--- config.mk ---
export PLATFORM = sky130hd
export DESIGN_NAME = dcp_auto_seq
export DESIGN_NICKNAME = d
export VERILOG_FILES = /design/src/rtl/dcp_auto_pkg.sv /design/src/rtl/dcp_flag_filter.sv /design/src/rtl/dcp_phase_timer.sv /design/src/rtl/dcp_auto_fsm.sv /design/src/rtl/dcp_auto_seq.sv
export SDC_FILE = /design/constraint.sdc
export NUM_CORES = 1
export LEC_CHECK = 0
export CAP_MARGIN = 20
export CORE_MARGIN = 2
export CORE_UTILIZATION = 60
export DETAILED_ROUTE_END_ITERATION = 6
export PLACE_DENSITY = 0.79
export REMOVE_ABC_BUFFERS = 1
export SLEW_MARGIN = 10
export SYNTH_ARGS = -nofsm -noshare
export SYNTH_HDL_FRONTEND = slang
export SYNTH_SLANG_ARGS = --single-unit
--- constraint.sdc ---
create_clock -name clk_i -period 6.1 [get_ports clk_i]
set_input_delay 0.61 -clock clk_i [delete_from_list [all_inputs] [get_ports clk_i]]
set_output_delay 0.61 -clock clk_i [all_outputs]
set_load 0.05 [all_outputs]
--- src/rtl/dcp_auto_pkg.sv ---
package dcp_auto_pkg;
  typedef enum logic [2:0] {
    SIG_NONE    = 3'd0,
    SIG_DIV1A   = 3'd1,
    SIG_DIV2A   = 3'd2,
    SIG_DIV24   = 3'd3,
    SIG_SHORT12 = 3'd4,
    SIG_BCSHORT = 3'd5
  } dcp_sig_e;

  typedef enum logic [2:0] {
    ST_IDLE, ST_D1, ST_D2, ST_D24, ST_DIS, ST_V12, ST_BC
  } dcp_st_e;
endpackage

--- src/rtl/dcp_flag_filter.sv ---
module dcp_flag_filter #(
  parameter int unsigned FILT = 16
) (
  input  logic clk_i,
  input  logic rst_ni,
  input  logic clr_i,
  input  logic raw_i,
  output logic flt_o
);
  localparam int unsigned CW = $clog2(FILT + 1);

  logic [CW-1:0] cnt_q;
  logic          flt_q;

  always_ff @(posedge clk_i or negedge rst_ni) begin
    if (!rst_ni) begin
      cnt_q <= '0;
      flt_q <= 1'b0;
    end else if (clr_i) begin
      cnt_q <= '0;
      flt_q <= 1'b0;
    end else if (raw_i == flt_q) begin
      cnt_q <= '0;
    end else if (cnt_q == CW'(FILT - 1)) begin
      cnt_q <= '0;
      flt_q <= raw_i;
    end else begin
      cnt_q <= cnt_q + 1'b1;
    end
  end

  assign flt_o = flt_q;
endmodule

--- src/rtl/dcp_phase_timer.sv ---
module dcp_phase_timer #(
  parameter int unsigned CW = 8
) (
  input  logic          clk_i,
  input  logic          rst_ni,
  input  logic          clr_i,
  output logic [CW-1:0] cnt_o
);
  logic [CW-1:0] cnt_q;

  always_ff @(posedge clk_i or negedge rst_ni) begin
    if (!rst_ni)              cnt_q <= '0;
    else if (clr_i)           cnt_q <= '0;
    else if (cnt_q != '1)     cnt_q <= cnt_q + 1'b1;
  end

  assign cnt_o = cnt_q;
endmodule

--- src/rtl/dcp_auto_fsm.sv ---
module dcp_auto_fsm
  import dcp_auto_pkg::*;
#(
  parameter int unsigned DISCH_CYC = 200,
  parameter int unsigned V12_CYC   = 100,
  parameter int unsigned CW        = 8
) (
  input  logic          clk_i,
  input  logic          rst_ni,
  input  logic          auto_en_i,
  input  logic          dev_drive_i,
  input  logic          line_rel_i,
  input  logic          vbus_low_i,
  input  logic          hi_flt_i,
  input  logic          top_flt_i,
  input  logic [CW-1:0] tmr_cnt_i,
  output logic          tmr_clr_o,
  output dcp_st_e       st_o
);
  dcp_st_e st_q, st_d;

  always_comb begin
    st_d = st_q;
    if (!auto_en_i) begin
      st_d = ST_IDLE;
    end else begin
      unique case (st_q)
        ST_IDLE: st_d = ST_D1;
        ST_D1: begin
          if (dev_drive_i)   st_d = ST_DIS;  // compliant device wins
          else if (hi_flt_i) st_d = ST_D2;
        end
        ST_D2: begin
          if (top_flt_i)     st_d = ST_D24;
          else if (!hi_flt_i) st_d = ST_D1;
        end
        ST_D24: if (!top_flt_i) st_d = ST_D1;
        ST_DIS: if (vbus_low_i || tmr_cnt_i == CW'(DISCH_CYC - 1)) st_d = ST_V12;
        ST_V12: if (tmr_cnt_i == CW'(V12_CYC - 1)) st_d = ST_BC;
        ST_BC:  if (line_rel_i) st_d = ST_D1;
        default: st_d = ST_IDLE;
      endcase
    end
  end

  always_ff @(posedge clk_i or negedge rst_ni) begin
    if (!rst_ni) st_q <= ST_IDLE;
    else         st_q <= st_d;
  end

  assign tmr_clr_o = (st_d != st_q);
  assign st_o      = st_q;
endmodule

--- src/rtl/dcp_auto_seq.sv ---
module dcp_auto_seq
  import dcp_auto_pkg::*;
#(
  parameter int unsigned FILT      = 16,
  parameter int unsigned DISCH_CYC = 200_000_000,
  parameter int unsigned V12_CYC   = 100_000_000
) (
  input  logic       clk_i,
  input  logic       rst_ni,
  input  logic       auto_en_i,
  input  logic       dev_drive_i,
  input  logic       line_rel_i,
  input  logic       load_hi_i,
  input  logic       load_top_i,
  input  logic       vbus_low_i,
  output logic [2:0] sig_o,
  output logic       dischg_o,
  output logic       pwr_en_o
);
  localparam int unsigned NFLAG = 2;
  localparam int unsigned TMAX  = (DISCH_CYC > V12_CYC) ? DISCH_CYC : V12_CYC;
  localparam int unsigned CW    = $clog2(TMAX + 1);

  logic [NFLAG-1:0] raw, flt;
  logic [CW-1:0]    tmr_cnt;
  logic             tmr_clr;
  dcp_st_e          st;

  assign raw = {load_top_i, load_hi_i};

  for (genvar g = 0; g < NFLAG; g++) begin : g_flt
    dcp_flag_filter #(.FILT(FILT)) i_flt (
      .clk_i  (clk_i),
      .rst_ni (rst_ni),
      .clr_i  (!auto_en_i),
      .raw_i  (raw[g]),
      .flt_o  (flt[g])
    );
  end

  dcp_phase_timer #(.CW(CW)) i_tmr (
    .clk_i  (clk_i),
    .rst_ni (rst_ni),
    .clr_i  (tmr_clr),
    .cnt_o  (tmr_cnt)
  );

  dcp_auto_fsm #(.DISCH_CYC(DISCH_CYC), .V12_CYC(V12_CYC), .CW(CW)) i_fsm (
    .clk_i       (clk_i),
    .rst_ni      (rst_ni),
    .auto_en_i   (auto_en_i),
    .dev_drive_i (dev_drive_i),
    .line_rel_i  (line_rel_i),
    .vbus_low_i  (vbus_low_i),
    .hi_flt_i    (flt[0]),
    .top_flt_i   (flt[1]),
    .tmr_cnt_i   (tmr_cnt),
    .tmr_clr_o   (tmr_clr),
    .st_o        (st)
  );

  always_comb begin
    sig_o    = SIG_NONE;
    dischg_o = 1'b0;
    pwr_en_o = 1'b1;
    unique case (st)
      ST_IDLE: pwr_en_o = 1'b0;
      ST_D1:   sig_o = SIG_DIV1A;
      ST_D2:   sig_o = SIG_DIV2A;
      ST_D24:  sig_o = SIG_DIV24;
      ST_DIS: begin
        dischg_o = 1'b1;
        pwr_en_o = 1'b0;
      end
      ST_V12:  sig_o = SIG_SHORT12;
      ST_BC:   sig_o = SIG_BCSHORT;
      default: pwr_en_o = 1'b0;
    endcase
  end
endmodule

# After elaboration in Yosys (flattened, before gate mapping)
# Index checks and enable logic that the tools add are counted.
# op_classes
addsub	3
n_eq_ne	18
mux	27
n_reduce_logical	6
# op_table
operator	n
$mux W28	2
$mux W5	6
$add A28 B1 Y28 const B	1
$eq A28 B27 Y1 const B	1
$eq A28 B28 Y1 const B	1
$ne A28 B28 Y1 const B	1
$mux W3	9
$pmux W3 S7	1
$pmux W3 S5	1
$add A5 B1 Y5 const B	2
$eq A5 B4 Y1 const B	2
$eq A3 B3 Y1 const B	3
$mux W1	8
$eq A3 B2 Y1 const B	2
$reduce_or A5 Y1	1
$ne A2 B1 Y1 const B	2
$ne A2 B2 Y1 const B	2
$reduce_and A2 Y1	2
$eq A3 B1 Y1 const B	1
$logic_not A3 Y1	1
$ne A3 B3 Y1	1
$eq A1 B1 Y1	2
$reduce_bool A2 Y1	1
$logic_or A1 B1 Y1	1
# word_totals
regBits	43
in_bits	8
output_inout_bits	5
wordCells	60

# Longest topological paths before layout
# Gate-level depths: netlist (run 1).
# logic_depth
depth_word	7
depth_mapped	7
ltp_nobuf	6

# By module
# Synthesis (run 1) repeated with hierarchy kept, for this count alone.
# unflattened
cells_unflattened	276
hier_area_um2	2578.7
# by_module_without_submodules
mod	n_inst	cells_each	area_per_inst_um2
dcp_phase_timer	1	169	1567.8
dcp_flag_filter	2	23	264.0
dcp_auto_fsm	1	53	421.7
dcp_auto_seq	1	8	61.3

# Least setup slack after synthesis (run 1)
# Ideal clock, no wire load.
# synth_timing
path_type	reg2out
start	register i_fsm.st_q[1] (netlist: i_fsm.st_o[1])
end	output port pwr_en_o
t_arrival_ns	1.826
slack_ns	3.664
stages_incl_launch_ff	4
path_cell_list	dfrtp_1 -> clkbuf_1 -> and2_1 -> o21ai_0
# synth_between
elab_chain_cells	3
word_cells_on_any_way	7
classes_between	eq/ne: 5; mux: 1; reduce/logical: 1
# synth_lines
element	line	source
start: declaration	dcp_auto_fsm.sv:20	dcp_st_e st_q, st_d;
start signal: assignment	dcp_auto_fsm.sv:48	else st_q <= st_d;
$eq A3 B1 Y1 (tied with other cells)	dcp_auto_seq.sv:66	unique case (st)
$reduce_or A5 Y1 (no line) *	n/a	
$mux W1 *	dcp_auto_seq.sv:66	
end: declaration	dcp_auto_seq.sv:18	output logic pwr_en_o
# Mark *: on every way between the ends. The rest lies on a longest branch, timed or not.

# Worst setup path after layout (run 1)
# layout_timing
start	register i_fsm.st_q[0] (netlist: i_fsm.st_o[0])
end	output port sig_o[2]
# layout_between
elab_chain_cells	2
word_cells_on_any_way	6
classes_between	eq/ne: 5; mux: 1
# layout_lines
element	line	source
$eq A3 B3 Y1 (tied with other cells)	dcp_auto_seq.sv:66	
$pmux W3 S5 *	dcp_auto_seq.sv:66	
end: declaration	dcp_auto_seq.sv:16	output logic [2:0] sig_o,
# Marked as above.

==> flow_metrics.py, run 1 <==
metrics = {
    "outcome": {
        "outcome": "complete, no violations",
    },
    "worst_setup_path": {
        "slowest_delay_ns": 0.82,
        "path_buf_inv": 2,
        "cp_top_family": "buffers and inverters",
        "end_kind": "output port",
        "reg2reg_setup_slack_ns": 3.67,
        "arrival_ns": 2.18,
        "rr_worst_depth": 7,
        "critPathLaunchType": "flop",
        "timing.rr.end": "i_tmr.cnt_o[13]",
        "rr_startpoint": "i_tmr.cnt_o[0]",
        "worstPathRequired_ns": 5.49,
        "path_cells": "inv_1, nand2_1, a21oi_1, clkdlybuf4s50_1",
        "cpMaxStageDelayCell": "clkdlybuf4s50_1",
        "critPathMaxFanout": 16,
        "crit_type": "flop to output port",
    },
    "clocking": {
        "ctsRootBufferMaster": "clkbuf_8",
        "clk_pin_slew_ns": 0.07,
        "cts_resized": 0,
        "clk_path_buf_depth": 2,
        "cts_tree": "built",
        "cts_sinks": 43,
        "post-cts-setup-buffer-count": 0,
        "cts_inserted_buffers": 5,
        "insertion_delay_ns": 0.29,
        "h-tree-depth": 2,
        "ctsHoldBuffers": 0,
    },
    "cells_and_area": {
        "nets": 306,
        "n_antenna_cell": 0,
        "layout-drive-gt1-share_pct": 13.6,
        "area_growth_pct": 8.46,
        "utilization_pct": 67.8,
        "final_common_cell": "dfrtp_1",
        "stdcell_count": 347,
        "layout_common_cells": "43 x dfrtp_1, 23 x nand2_1, 23 x xnor2_1, 20 x nor3_2, 17 x a21oi_1",
    },
    "timing": {
        "rsz0062_at_grt": "no",
        "final.period_utilization_pct": 45.7,
        "tightest_slew_ns": 0.627,
        "fin_setup_tns_ns": 0,
        "min_period_ns": 2.79,
        "finalClockSkew_ns": 0.00462,
        "holdWs_ns": 0.223,
        "max_freq_mhz": 359,
        "max_slew_margin_pct": 57.8,
        "drv_slew": 0,
        "hold_violations": 0,
        "setup_viol": 0,
    },
    "floorplan": {
        "dieArea_mm2": 0.00509,
        "initial_core_util_pct": 62.5,
        "rows": 24,
        "core_area_mm2": 0.00435,
        "die_w_um": 71.3,
        "num_io_pins": 13,
        "die_y_um": 71.3,
    },
    "global_route": {
        "track_usage_pct": 24.6,
        "grt_pass1_vias": 2195,
        "antenna_found_initial": 0,
        "grt_overflow": 0,
        "grt_max_degree": 44,
        "grt_pass1_wl_um": 9980,
    },
    "logic_synthesis": {
        "synthArstFlopShare_pct": 100,
        "syn_inst": 286,
        "synthesis.area_mm2": 0.00272,
        "synth-edff-count": 0,
        "yosysWarnings": 0,
        "synth_seq_area_share_pct": 39.6,
        "synth_cell_types": 48,
        "ys_ff_latch": 43,
        "synth_flop_cell": "dfrtp_1",
        "avgSynthCellArea_um2": 9.51,
    },
    "routing": {
        "wire_per_inst_um": 16.3,
        "drt_wl_total_um": 5670,
        "via_count": 2233,
        "viasPerCell": 6.44,
        "ant_nets": 0,
        "dr.pass1.iters": 4,
        "drtIter0Drc": 116,
        "post-route-drc-count": 0,
    },
    "pwr": {
        "power_density_mw_per_mm2": 205,
        "p_total_mw": 0.604,
        "vdd_drop_max_uv": 170,
        "power.leakage_nw": 1.14,
    },
    "placed_design": {
        "hpwl_um": 3880,
        "portBuffers": 12,
        "post-place-cells": 339,
        "gp_congestion": 0.840,
    },
    "worst_hold_path": {
        "hp-class": "primary input to async pin",
    },
    "run": {
        "maxCapViolCount": 0,
    },
}
==> flip-flops by register name, indices dropped and copies added, names as in the netlist <==
name	count
i_tmr.cnt_o	28
g_flt.i_flt.flt_o	2
i_fsm.st_o	3
g_flt.i_flt.cnt_q	10
==> report_power, final <==
part,internal [mW],switching [mW],leakage (nW)
sequential,0.294,0.0141,0.595
combinational,0.0376,0.0798,0.499
clock,0.0888,0.0905,0.0470
total,0.420,0.185,1.14
==> worst max path at each step <==
| stage | from | to | slack (ns) | cells after the start |
|---|---|---|---|---|
| 6_report | i_fsm.st_o[0] | sig_o[2] | 3.31 | 4 |
| 3_3_place_gp | auto_en_i | i_tmr.cnt_o[23] | 3.39 | 6 |
| 2_1_floorplan | i_fsm.st_o[1] | i_tmr.cnt_o[10] | 3.13 | 5 |
| 5_1_grt | i_fsm.st_o[0] | sig_o[2] | 3.20 | 4 |
| 3_5_place_dp | auto_en_i | i_tmr.cnt_o[5] | 3.30 | 6 |
| 4_1_cts | i_fsm.st_o[0] | sig_o[2] | 3.33 | 4 |
==> synth_stat cells (5+ instances only) <==
cell type,number,area [µm²]
a211oi_1,8,60.1
nand2_1,23,86.3
nor3_1,14,70.1
and4_1,6,52.6
dfrtp_1,43,1080
nand3_1,16,80.1
nor2_1,13,48.8
and3_1,8,50.1
o21ai_0,12,60.1
and2_1,5,31.3
nor3_2,20,200
clkbuf_1,7,26.3
xnor2_1,23,201
nand4_1,13,81.3
a21oi_1,17,85.1
==> per-stage QoR <==
stage / area [µm²] / worst slack [ns]
2_1_floorplan: 2640 / 3.13
3_3_place_gp: 2840 / 3.39
3_5_place_dp: 2840 / 3.30
4_1_cts: 2930 / 3.33
5_1_grt: 2950 / 3.20
6_report: 2950 / 3.31
==> kinds of logic (layout without fill, tap and decap cells) <==
kind of cell | count (synthesis) | in the layout | share of synthesized area, %
buf+inv | 18 | 27 | 3.50
compound gates | 52 | 52 | 12.7
mux | 1 | 1 | 0.368
simple gates | 142 | 142 | 33.8
flops | 43 | 43 | 39.6
xor+xnor | 27 | 27 | 8.69
fa+ha+maj | 3 | 3 | 1.38
==> layout make-up <==
cell class | instances | area [µm²]
inverter | 4 | 15.0
tap | 52 | 65.1
clock buffer | 6 | 82.6
multi-input combinational | 225 | 1550
sequential | 43 | 1080
timing repair buffer | 16 | 158
fill | 340 | 1400
clock inverter | 1 | 5.00
==> worst reg2reg max path, stage by stage (launching register included) <==
cell	delay, ns
dfrtp_1	0.39
ha_1	0.21
nand4_2	0.31
nor4_2	0.41
nand3_1	0.18
a221oi_4	0.27
buf_4	0.41
nor3_1	0.12
==> layer usage <==
layer / wire (µm) / track usage [%]
met3: 257 / 4.78
met4: 114 / 10.1
met1: 2520 / 30.9
met2: 2780 / 41.8
met5: 0 / 0
(Power assumes the default switching activity.)
==> inputs of run 2 (changes only) <==
clock period = 2.7 ns   (was 6.1 ns; I/O delays follow)
==> flow_metrics.py, run 2 (synthesis gave the netlist of run 1 again) <==
metrics = {
    "outcome": {
        "outcome": "complete, no violations",
    },
    "timing": {
        "tightest_slew_ns": 0.946,
        "drv_slew": 0,
        "finalClockSkew_ns": 0.00743,
        "rsz0062_at_grt": "no",
        "final.period_utilization_pct": 89.5,
        "max_slew_margin_pct": 36.9,
        "min_period_ns": 2.42,
        "max_freq_mhz": 414,
        "hold_violations": 0,
        "setup_viol": 0,
    },
    "cells_and_area": {
        "fill_cells": 372,
        "layout_common_cells": "43 x dfrtp_1, 23 x nand2_1, 23 x xnor2_1, 20 x nor3_2, 17 x a21oi_1",
        "finish.instance_area_mm2": 0.00296,
        "n_antenna_cell": 0,
        "layout-drive-gt1-share_pct": 13.6,
        "largest_reg_flops": 28,
        "area_growth_pct": 8.92,
        "nets": 306,
        "final_common_cell": "dfrtp_1",
    },
    "pwr": {
        "p_comb_share_pct": 20.4,
        "pwr-share-clk_pct": 29.7,
        "p_total_mw": 1.39,
        "switching_share_pct": 30.8,
        "power.leakage_nw": 1.14,
        "vdd_drop_max_uv": 328,
        "power_density_mw_per_mm2": 470,
        "intPower_mw": 0.964,
        "power_frac_seq_pct": 49.9,
        "p_sw_mw": 0.429,
    },
    "worst_setup_path": {
        "worstPathRequired_ns": 2.43,
        "reg2reg_setup_slack_ns": 0.43,
        "end_kind": "output port",
        "rr_worst_depth": 6,
        "rr_startpoint": "i_tmr.cnt_o[0]",
        "crit_type": "flop to output port",
        "critPathLaunchType": "flop",
        "critPathMaxFanout": 16,
        "timing.rr.end": "i_tmr.cnt_o[21]",
        "arrival_ns": 2.15,
    },
    "clocking": {
        "cts_sinks": 43,
        "cts_tree": "built",
        "insertion_delay_ns": 0.30,
        "cts_inserted_buffers": 5,
        "ctsHoldBuffers": 0,
        "clk_pin_slew_ns": 0.08,
        "post-cts-setup-buffer-count": 0,
        "ctsRootBufferMaster": "clkbuf_8",
        "clk_path_buf_depth": 2,
        "cts_resized": 0,
        "h-tree-depth": 2,
    },
    "placed_design": {
        "dpl_cell_area_mm2": 0.00288,
        "gp_congestion": 0.854,
        "hpwl_um": 3910,
        "portBuffers": 12,
    },
    "worst_hold_path": {
        "hp-class": "primary input to async pin",
    },
    "run": {
        "maxCapViolCount": 0,
    },
    "global_route": {
        "track_usage_pct": 24.8,
        "grt_pass1_vias": 2216,
        "grt_pass1_wl_um": 10200,
        "grt_max_degree": 44,
        "grt_overflow": 0,
        "antenna_found_initial": 0,
    },
    "routing": {
        "viasPerCell": 6.49,
        "drt_wl_total_um": 5760,
        "post-route-drc-count": 0,
        "drtIter0Drc": 168,
        "via_count": 2251,
        "ant_nets": 0,
        "dr.pass1.iters": 4,
        "wire_per_inst_um": 16.6,
    },
    "floorplan": {
        "die_w_um": 71.3,
        "num_io_pins": 13,
        "initial_core_util_pct": 62.5,
        "core_area_mm2": 0.00435,
        "die_y_um": 71.3,
        "dieArea_mm2": 0.00509,
        "rows": 24,
    },
}
==> run 2: critical path: stages, from the launching register on <==
cell	delay [ns]
dfrtp_1	0.57
inv_1	0.20
nand2_1	0.10
a21oi_1	0.16
clkdlybuf4s50_1	0.81
==> run 2: routing by layer <==
| metal | global-route usage, % | share of wire (%) | vias up |
|---|---|---|---|
| li1 | - | - | 1092 |
| met1 | 33.5 | 46 | 1100 |
| met2 | 39.4 | 49 | 45 |
| met3 | 4.08 | 3.1 | 14 |
| met4 | 11.5 | 2.3 | 0 |
| met5 | 0 | 0 | - |
==> run 2: how the worst max path moves through the flow <==
| stage | start | endpoint | slack [ns] | cells after the start |
|---|---|---|---|---|
| floorplan | i_fsm.st_o[1] | i_tmr.cnt_o[10] | -0.27 | 5 |
| global placement | auto_en_i | i_tmr.cnt_o[10] | 0.48 | 6 |
| detailed placement | auto_en_i | i_tmr.cnt_o[21] | 0.40 | 6 |
| CTS | i_fsm.st_o[0] | sig_o[2] | 0.29 | 4 |
| global route | i_fsm.st_o[0] | sig_o[0] | 0.15 | 3 |
| finish | i_fsm.st_o[0] | sig_o[2] | 0.28 | 4 |
==> run 2: power by group through the flow <==
stage	sequential [mW]	clock (mW)	combinational, mW
after floorplan	0.700	0	0.177
after detailed placement	0.707	0	0.287
after global placement	0.706	0	0.282
final	0.695	0.414	0.284
after CTS	0.694	0.421	0.288
after global routing	0.700	0.449	0.310
==> run 2: final cells by class <==
cell class                      instances  area (µm²)  share of cell area [%]
Sequential cell                        43        1080                    36.3
Inverter                                4        15.0                   0.507
Multi-Input combinational cell        225        1550                    52.3
Clock buffer                            6        82.6                    2.79
Clock inverter                          1        5.00                   0.169
Timing Repair Buffer                   16         170                    5.74
Tap cell                               52        65.1                    2.20
==> run 2: per-stage QoR <==
stage / TNS [ns] / hold slack [ns] / cells / setup slack (ns) / utilization (%)
2_1_floorplan: -6.49 / -0.0256 / 272 / -0.268 / -
3_3_place_gp: 0 / 0.461 / 340 / 0.479 / 66.0
3_5_place_dp: 0 / 0.466 / 340 / 0.400 / 66.0
4_1_cts: 0 / 0.146 / 347 / 0.290 / 68.0
5_1_grt: 0 / 0.201 / 347 / 0.153 / 68.0
6_report: 0 / 0.116 / 347 / 0.284 / 68.0
==> inputs of run 3 (changes only) <==
ABC_CLOCK_PERIOD_IN_PS = 2700   (was default)
CORE_MARGIN = 1.5   (was 2)
==> flow_metrics.py, run 3 (synthesis gave the netlist of run 1 again) <==
metrics = {
    "routing": {
        "via_count": 2247,
        "wire_per_inst_um": 16.0,
        "topRoutingLayerUsed": "met4",
        "ant_nets": 0,
        "viasPerCell": 6.38,
        "post-route-drc-count": 0,
        "met1Wirelength_um": 2560,
        "wl_met3_um": 239,
        "wl_met2_um": 2730,
        "drt_wl_total_um": 5650,
        "dr.pass1.iters": 4,
        "drtIter0Drc": 143,
    },
    "timing": {
        "final.period_utilization_pct": 90.2,
        "max_slew_margin_pct": 57.7,
        "finalClockSkew_ns": 0.00543,
        "drv_slew": 0,
        "hold_violations": 0,
        "holdWs_ns": 0.432,
        "tightest_slew_ns": 0.619,
        "rsz0062_at_grt": "no",
        "min_period_ns": 2.43,
        "setup_viol": 0,
        "max_freq_mhz": 411,
    },
    "cells_and_area": {
        "layout-drive-gt1-share_pct": 14.3,
        "layout_common_cells": "43 x dfrtp_1, 23 x nand2_1, 23 x xnor2_1, 20 x nor3_2, 17 x a21oi_1",
        "n_antenna_cell": 0,
        "utilization_pct": 68.7,
        "area_growth_pct": 10.0,
        "final_common_cell": "dfrtp_1",
        "nets": 310,
        "largest_reg_flops": 28,
    },
    "global_route": {
        "grt_pass1_wl_um": 9920,
        "antenna_found_initial": 0,
        "grt_overflow": 0,
        "grt_pass1_vias": 2226,
        "track_usage_pct": 24.8,
        "grt_max_degree": 44,
    },
    "worst_setup_path": {
        "cpMaxStageDelayCell": "clkdlybuf4s50_1",
        "arrival_ns": 2.16,
        "worstPathRequired_ns": 2.43,
        "crit_type": "flop to output port",
        "path_cells": "inv_1, nand2_1, a21oi_1, clkdlybuf4s50_1",
        "critPathLaunchType": "flop",
        "slowest_delay_ns": 0.82,
        "path_buf_inv": 2,
        "critPathMaxFanout": 16,
        "end_kind": "output port",
        "cp_top_family": "buffers and inverters",
    },
    "clocking": {
        "cts_tree": "built",
        "cts_resized": 0,
        "ctsHoldBuffers": 0,
        "h-tree-depth": 2,
        "ctsRootBufferMaster": "clkbuf_8",
        "post-cts-setup-buffer-count": 0,
        "insertion_delay_ns": 0.30,
        "cts_sinks": 43,
        "clk_path_buf_depth": 2,
        "clk_pin_slew_ns": 0.08,
        "cts_inserted_buffers": 5,
    },
    "pwr": {
        "power_frac_seq_pct": 50.3,
        "p_comb_share_pct": 20.5,
        "power_density_mw_per_mm2": 461,
        "pwr-share-clk_pct": 29.2,
        "vdd_drop_max_uv": 281,
        "switching_share_pct": 31.6,
        "power.leakage_nw": 1.16,
        "intPower_mw": 0.943,
        "p_sw_mw": 0.436,
    },
    "floorplan": {
        "die_w_um": 70.3,
        "die_y_um": 70.3,
        "rows": 24,
        "core_area_mm2": 0.00435,
        "initial_core_util_pct": 62.5,
        "dieArea_mm2": 0.00495,
        "num_io_pins": 13,
    },
    "placed_design": {
        "hpwl_um": 3890,
        "gp_congestion": 0.855,
        "portBuffers": 12,
    },
    "run": {
        "maxCapViolCount": 0,
    },
    "outcome": {
        "outcome": "complete, no violations",
    },
    "worst_hold_path": {
        "hp-class": "primary input to async pin",
    },
}
## run 3: layout make-up
class	count	area, µm²
multi-input cells	225	1550
fillers	384	1360
flip-flops and latches	43	1080
repair buffers	20	203
clock buffers	6	72.6
well taps	52	65.1
inverters	4	15.0
clock inverters	2	12.5
## run 3: per-layer routing
metal / GRT usage, % / up-vias
met3: 4.47 / 13
met5: 0 / -
li1: - / 1097
met2: 39.9 / 59
met1: 32.1 / 1078
met4: 11.8 / 0
## run 3: path summary, 6_finish.rpt
path                                         startpoint                 endpoint  slack (ns)  cells past startpoint
min in group clk_i              g_flt[1].i_flt.cnt_q[0]  g_flt[1].i_flt.cnt_q[0]        0.48                      1
worst max-delay path                      i_fsm.st_o[0]                 sig_o[2]        0.27                      4
worst min register to register  g_flt[1].i_flt.cnt_q[0]  g_flt[1].i_flt.cnt_q[0]        0.48                      1
worst min-delay path                             rst_ni  g_flt[0].i_flt.cnt_q[0]        0.43                      2
worst max register to register           i_tmr.cnt_o[0]          i_tmr.cnt_o[13]        0.34                      7
max in group asynchronous                        rst_ni          i_tmr.cnt_o[19]        1.77                      3
## run 3: stage by stage
stage          TNS (ns)  power, mW  setup WS, ns  instances  cell area, µm²
6_report              0       1.38         0.266        352            2990
5_1_grt               0       1.44         0.130        352            2990
4_1_cts               0       1.39         0.267        350            2960
3_5_place_dp          0      0.987         0.358        342            2880
3_3_place_gp          0      0.980         0.418        342            2880
2_1_floorplan     -6.49      0.877        -0.268        272            2640
## run 3: power groups by stage
stage          clock network [mW]  registers (mW)  logic (mW)
2_1_floorplan                   0           0.700       0.177
3_3_place_gp                    0           0.706       0.274
3_5_place_dp                    0           0.707       0.280
4_1_cts                     0.418           0.694       0.281
5_1_grt                     0.434           0.700       0.306
6_report                    0.403           0.694       0.283
